<file path="src/rtl/sema_pkg.sv">
package sema_pkg;
  typedef enum logic [1:0] {
    OWN_NONE  = 2'd0,
    OWN_LEFT  = 2'd1,
    OWN_RIGHT = 2'd2
  } owner_e;

  typedef struct packed {
    logic rd;
    logic wr;
    logic bad;
  } port_req_t;
endpackage

</file>
<file path="src/rtl/sema_port_dec.sv">
module sema_port_dec
  import sema_pkg::*;
#(
  parameter int SEM_AW = 3,
  parameter int DATA_W = 8,
  localparam int NUM_SEM = 1 << SEM_AW
) (
  input  logic              ce_n,
  input  logic              sem_n,
  input  logic              rw_n,
  input  logic [SEM_AW-1:0] addr,
  input  logic [DATA_W-1:0] wdata,
  output port_req_t         req,
  output logic [NUM_SEM-1:0] wsel,
  output logic              wbit
);
  logic tok_acc;

  always_comb begin
    tok_acc = ce_n & ~sem_n;
    req.rd  = tok_acc & rw_n;
    req.wr  = tok_acc & ~rw_n;
    req.bad = ~ce_n & ~sem_n;
    wbit    = wdata[0];
  end

  for (genvar i = 0; i < NUM_SEM; i++) begin : g_wsel
    assign wsel[i] = req.wr && (addr == SEM_AW'(i));
  end
endmodule

</file>
<file path="src/rtl/sema_cell.sv">
module sema_cell
  import sema_pkg::*;
(
  input  logic clk,
  input  logic rst,
  input  logic wr_l,
  input  logic d_l,
  input  logic wr_r,
  input  logic d_r,
  output logic stat_l,
  output logic stat_r
);
  logic   lat_l, lat_r, lat_l_nx, lat_r_nx;
  logic   prio, prio_nx;
  owner_e owner, owner_nx;

  always_comb begin
    lat_l_nx = wr_l ? d_l : lat_l;
    lat_r_nx = wr_r ? d_r : lat_r;
    owner_nx = owner;
    prio_nx  = prio;
    unique case (owner)
      OWN_LEFT: begin
        if (lat_l_nx) owner_nx = lat_r_nx ? OWN_NONE : OWN_RIGHT;
      end
      OWN_RIGHT: begin
        if (lat_r_nx) owner_nx = lat_l_nx ? OWN_NONE : OWN_LEFT;
      end
      default: begin
        if (!lat_l_nx && !lat_r_nx) begin
          owner_nx = prio ? OWN_RIGHT : OWN_LEFT;
          prio_nx  = ~prio;
        end else if (!lat_l_nx) begin
          owner_nx = OWN_LEFT;
        end else if (!lat_r_nx) begin
          owner_nx = OWN_RIGHT;
        end
      end
    endcase
  end

  always_ff @(posedge clk) begin
    if (rst) begin
      lat_l <= 1'b1;
      lat_r <= 1'b1;
      prio  <= 1'b0;
      owner <= OWN_NONE;
    end else begin
      lat_l <= lat_l_nx;
      lat_r <= lat_r_nx;
      prio  <= prio_nx;
      owner <= owner_nx;
    end
  end

  assign stat_l = (owner != OWN_LEFT);
  assign stat_r = (owner != OWN_RIGHT);
endmodule

</file>
<file path="src/rtl/sema_rd_port.sv">
module sema_rd_port
  import sema_pkg::*;
#(
  parameter int DATA_W = 8
) (
  input  logic              clk,
  input  logic              rst,
  input  port_req_t         req,
  input  logic              oe_n,
  input  logic              stat,
  output logic [DATA_W-1:0] rdata,
  output logic              rvalid,
  output logic              err
);
  always_ff @(posedge clk) begin
    if (rst) begin
      rdata  <= '1;
      rvalid <= 1'b0;
      err    <= 1'b0;
    end else begin
      if (req.rd) rdata <= {DATA_W{stat}};
      rvalid <= req.rd & ~oe_n;
      err    <= req.bad;
    end
  end
endmodule

</file>
<file path="src/rtl/dual_sema_unit.sv">
module dual_sema_unit
  import sema_pkg::*;
#(
  parameter int SEM_AW = 3,
  parameter int DATA_W = 8
) (
  input  logic              clk,
  input  logic              rst,
  input  logic              l_ce_n,
  input  logic              l_sem_n,
  input  logic              l_rw_n,
  input  logic              l_oe_n,
  input  logic [SEM_AW-1:0] l_addr,
  input  logic [DATA_W-1:0] l_wdata,
  output logic [DATA_W-1:0] l_rdata,
  output logic              l_rvalid,
  output logic              l_err,
  input  logic              r_ce_n,
  input  logic              r_sem_n,
  input  logic              r_rw_n,
  input  logic              r_oe_n,
  input  logic [SEM_AW-1:0] r_addr,
  input  logic [DATA_W-1:0] r_wdata,
  output logic [DATA_W-1:0] r_rdata,
  output logic              r_rvalid,
  output logic              r_err
);
  localparam int NUM_SEM = 1 << SEM_AW;

  port_req_t          req_l, req_r;
  logic [NUM_SEM-1:0] wsel_l, wsel_r;
  logic               wbit_l, wbit_r;
  logic [NUM_SEM-1:0] stat_l_vec, stat_r_vec;

  sema_port_dec #(.SEM_AW(SEM_AW), .DATA_W(DATA_W)) u_dec_l (
    .ce_n(l_ce_n), .sem_n(l_sem_n), .rw_n(l_rw_n), .addr(l_addr),
    .wdata(l_wdata), .req(req_l), .wsel(wsel_l), .wbit(wbit_l)
  );

  sema_port_dec #(.SEM_AW(SEM_AW), .DATA_W(DATA_W)) u_dec_r (
    .ce_n(r_ce_n), .sem_n(r_sem_n), .rw_n(r_rw_n), .addr(r_addr),
    .wdata(r_wdata), .req(req_r), .wsel(wsel_r), .wbit(wbit_r)
  );

  for (genvar i = 0; i < NUM_SEM; i++) begin : g_cell
    sema_cell u_cell (
      .clk(clk), .rst(rst),
      .wr_l(wsel_l[i]), .d_l(wbit_l),
      .wr_r(wsel_r[i]), .d_r(wbit_r),
      .stat_l(stat_l_vec[i]), .stat_r(stat_r_vec[i])
    );
  end

  sema_rd_port #(.DATA_W(DATA_W)) u_rd_l (
    .clk(clk), .rst(rst), .req(req_l), .oe_n(l_oe_n),
    .stat(stat_l_vec[l_addr]),
    .rdata(l_rdata), .rvalid(l_rvalid), .err(l_err)
  );

  sema_rd_port #(.DATA_W(DATA_W)) u_rd_r (
    .clk(clk), .rst(rst), .req(req_r), .oe_n(r_oe_n),
    .stat(stat_r_vec[r_addr]),
    .rdata(r_rdata), .rvalid(r_rvalid), .err(r_err)
  );
endmodule

</file>
<file path="config.mk">
export PLATFORM = sky130hd
export DESIGN_NAME = dual_sema_unit
export DESIGN_NICKNAME = d
export VERILOG_FILES = /design/src/rtl/sema_pkg.sv /design/src/rtl/sema_port_dec.sv /design/src/rtl/sema_cell.sv /design/src/rtl/sema_rd_port.sv /design/src/rtl/dual_sema_unit.sv
export SDC_FILE = /design/constraint.sdc
export NUM_CORES = 1
export LEC_CHECK = 0
export BUFFER_PORTS_ARGS = -buffer_cell sky130_fd_sc_hd__buf_2
export CAP_MARGIN = 5
export CORE_ASPECT_RATIO = 1.5
export CORE_MARGIN = 4
export CORE_UTILIZATION = 45
export CTS_CLUSTER_SIZE = 25
export DETAILED_ROUTE_END_ITERATION = 6
export GPL_ROUTABILITY_DRIVEN = 0
export MAX_ROUTING_LAYER = met4
export PLACE_DENSITY_LB_ADDON = 0.1
export SYNTH_ARGS = -nofsm -noshare
export SYNTH_HDL_FRONTEND = slang
export SYNTH_SLANG_ARGS = --single-unit
</file>
<file path="constraint.sdc">
create_clock -name clk -period 4.9 [get_ports clk]
set_clock_uncertainty 0.15 [all_clocks]
set_input_delay 0.98 -clock clk [delete_from_list [all_inputs] [get_ports clk]]
set_output_delay 0.98 -clock clk [all_outputs]
set_load 0.05 [all_outputs]
</file>
==> metrics.md <==
| Metric | Value |
|---|---|
| Status | `completed` |
| RSZ-0062 raised after global routing | `no` |
| FF-to-FF setup slack | `3.05 ns` |
| Area of the core | `6531 sq um` |
| Initial DRC count | `227` |
| Mapped Nets | `398` |
| Critical path data arrival time | `2.74 ns` |
| Nets | `420` |
| Total of max-cap violations | `0` |
| Synth warn | `0` |
| # DRC | `0` |
| Largest net degree at the start of global routing | `24` |
| Top cells by count, synth | `46 x dfxtp_1, 33 x inv_1, 28 x nand2_1` |
| CTS tree | `yes` |
| ANT cells | `0` |
| Number of placed I/O pins | `52` |
| Post-CTS setup buffers | `0` |
| GRT met3 Usage | `3.598%` |
| Fin. Hold Viols | `0` |
| EDFF count, synth | `0` |
| Crit path required time | `4.93 ns` |
| Min Hold Slack | `0.3295 ns` |
| Worst R2R Path Depth | `6` |
| Tot GR Track Use | `19.36%` |
| First-pass GRT wire length | `11,940 um` |
| Post-cts resize count | `0` |
| Mapped cell area | `3037 sq um` |
| Final Core Density | `49.96%` |
| Number of hold buffers added after cts | `0` |
| Ys async rst share | `0%` |
| Slew HR | `62.04%` |
| Worst-path clk slew | `0.08 ns` |
| GR met2 Demand/Resource | `31.42%` |
| Mean post-synth cell area | `8.676 sq um` |
| Reg-to-Reg Start | `g_cell[3].u_cell.owner[0]$_SDFFE_PP0P_` |
| Endpoints failing setup | `0` |
| Post-route ant nets | `0` |
| CTS H-Tree Depth | `2` |
| Vias post-DR | `2,674` |
| # clock sinks | `46` |
| Antenna violations before repair | `0` |
| Detail Placement HPWL | `5371 um` |
| Worst hold path depth | `2` |
| Worst-margin pin slew | `0.5670 ns` |
| Slew Limit Fails | `0` |
| Clock Tree Buf Depth | `2` |
| Hold_sp | `g_cell[0].u_cell.owner[0]$_SDFFE_PP0P_` |
| Synthesis-to-finish area growth | `7.458%` |
| Die area | `8153 sq um` |
| Worst hold path class | `register to register` |
| Count leader, synth | `dfxtp_1` |
| Max Fanout on Critical Path | `8` |
| CP cell instances | `buf_2 > nor4b_4 > nand3_1 > a221oi_1 > nor3_1 > mux2_1` |
| Row count | `36` |
| Cell chosen for the clock root | `clkbuf_8` |
| Cell count along the critical path | `6` |
| Synth Instances | `350` |
| Initial core utilization | `46.49%` |
| Main synth FF type | `dfxtp_1` |
| Drt wl/cell | `15.83 um` |
| Top-area cell type share of the netlist area | `30.33%` |
| Reg2reg end | `g_cell[3].u_cell.owner[0]$_SDFFE_PP0P_` |
| WP buf/inv | `1` |
| Final period utilization | `55.33%` |
| Synth cell types | `71` |
| Chip width | `75.07 um` |
| Yosys reg bits | `46` |
| Post-synth top area cell | `dfxtp_1` |
| Die Y | `108.6 um` |
| Top cells by area, synth | `dfxtp_1 30%, ha_1 6.6%, inv_1 4.1%, buf_4 3.7%, nand2_1 3.5%` |
| Startpoint types | `input pin` |
| PortBufs | `37` |
| Max incr delay on CP | `0.56 ns` |
| Most Used Layer, Global Route | `met2` |
| Hold Path End | `g_cell[0].u_cell.owner[0]$_SDFFE_PP0P_` |
| Layout cells sized above 1 | `18.87%` |
| Number of CTS-inserted buffers | `5` |
| Minimum clock period | `2.711 ns` |
| Crit-path leading delay family | `simple AND/OR/NAND/NOR gates` |
| Power density over cell area | `279.9 nW/um^2` |
| Setup crit end kind | `register` |
| LEAKAGE | `0.001285 uW` |
| Setup Crit Path Kind | `input pin to register` |
| Vias in the first global route | `2,511` |
| Worst VDD drop | `0.0001334 V` |
| Vias per std cell | `5.982` |
| Clk_lat worst skew | `0.29 ns` |
| Peak Freq | `368.9 MHz` |
| DR pass1 iterations | `4` |
| Setup TNS | `0 ns` |
| Seq/Total Area, Yosys | `30.33%` |
| Routed wire length | `7076 um` |
| GRT overflow | `0` |
| Routing usage on met1 | `23.96%` |
| Critical path's slowest cell | `nor4b_4` |
routing by layer:
layer	wire length [um]	vias up
met1	3012	1269
met3	438	9
met4	125	0
met2	3500	71
met5	0	-
li1	-	1325
where the power goes:
part	internal, uW	leakage (uW)	switching, uW
Sequential	393	0.000374	11.5
Clock	109	0.0000431	124
Combinational	112	0.000868	164
cell usage in the layout (no fill, tap or decap), types with 9 or more instances in the layout:
| cell type | n |
|---|---|
| ha_1 | 16 |
| a21oi_1 | 9 |
| dfxtp_1 | 46 |
| nor2_1 | 16 |
| and2_1 | 11 |
| buf_2 | 37 |
| and3_1 | 12 |
| nor3_1 | 10 |
| nand4_1 | 9 |
| a31o_2 | 9 |
| nand3_1 | 17 |
| nand2_1 | 28 |
| inv_1 | 33 |
logic make-up after synthesis:
group / count (synthesis) / share of synthesized area, %
DFF: 46 / 30.33
AOI/OAI and AO/OA: 85 / 22.74
and+or+nand+nor: 135 / 25.63
muxes: 11 / 5.645
adders and majority gates: 16 / 6.592
buffers and inverters: 57 / 9.064
worst max-delay path by stage:
stage / startpoint / end / slack (ns)
after floorplan: r_addr[0] / g_cell[6].u_cell.owner[1]$_SDFFE_PP0P_ / 2.30
after global placement: r_addr[2] / g_cell[3].u_cell.owner[0]$_SDFFE_PP0P_ / 1.87
after detailed placement: r_addr[2] / g_cell[3].u_cell.owner[0]$_SDFFE_PP0P_ / 1.85
after CTS: r_addr[2] / g_cell[3].u_cell.owner[0]$_SDFFE_PP0P_ / 2.16
after global routing: r_addr[2] / g_cell[3].u_cell.owner[0]$_SDFFE_PP0P_ / 2.04
final: r_addr[2] / g_cell[3].u_cell.owner[0]$_SDFFE_PP0P_ / 2.19
worst min-delay path: cells and delay by family, from the launching register on:
kind | cells | cell delay [ns]
flip-flops | 1 | 0.33
AND/OR/NAND/NOR | 1 | 0.05
multiplexers | 1 | 0.05
flip-flops by register name, summed over array words and instances, names as in the netlist:
| register | count |
|---|---|
| g_cell.u_cell.owner | 16 |
| g_cell.u_cell.lat_l | 8 |
| g_cell.u_cell.lat_r | 8 |
| g_cell.u_cell.prio | 8 |
| u_rd_l.err | 1 |
| u_rd_l.rdata | 1 |
| u_rd_l.rvalid | 1 |
| u_rd_r.err | 1 |
| u_rd_r.rdata | 1 |
| u_rd_r.rvalid | 1 |
metrics by stage:
stage                     instances  total power, uW  setup WS (ns)  area (sq um)
after detailed placement        441            688.2          1.848          3181
after global placement          441            686.8          1.869          3181
after global routing            447            972.6          2.041          3263
after floorplan                 350            630.8          2.298          3037
final                           447            913.4          2.189          3263
after CTS                       447            922.9          2.164          3263
area by class of cell:
class / instances / area, sq um
clock buffer: 6 / 82.58
fill: 661 / 3268
inverter: 33 / 123.9
multi-input combinational: 247 / 1841
sequential: 46 / 920.9
tap: 76 / 95.09
timing repair buffer: 39 / 200.2
Power figures use the tool's default switching activity.
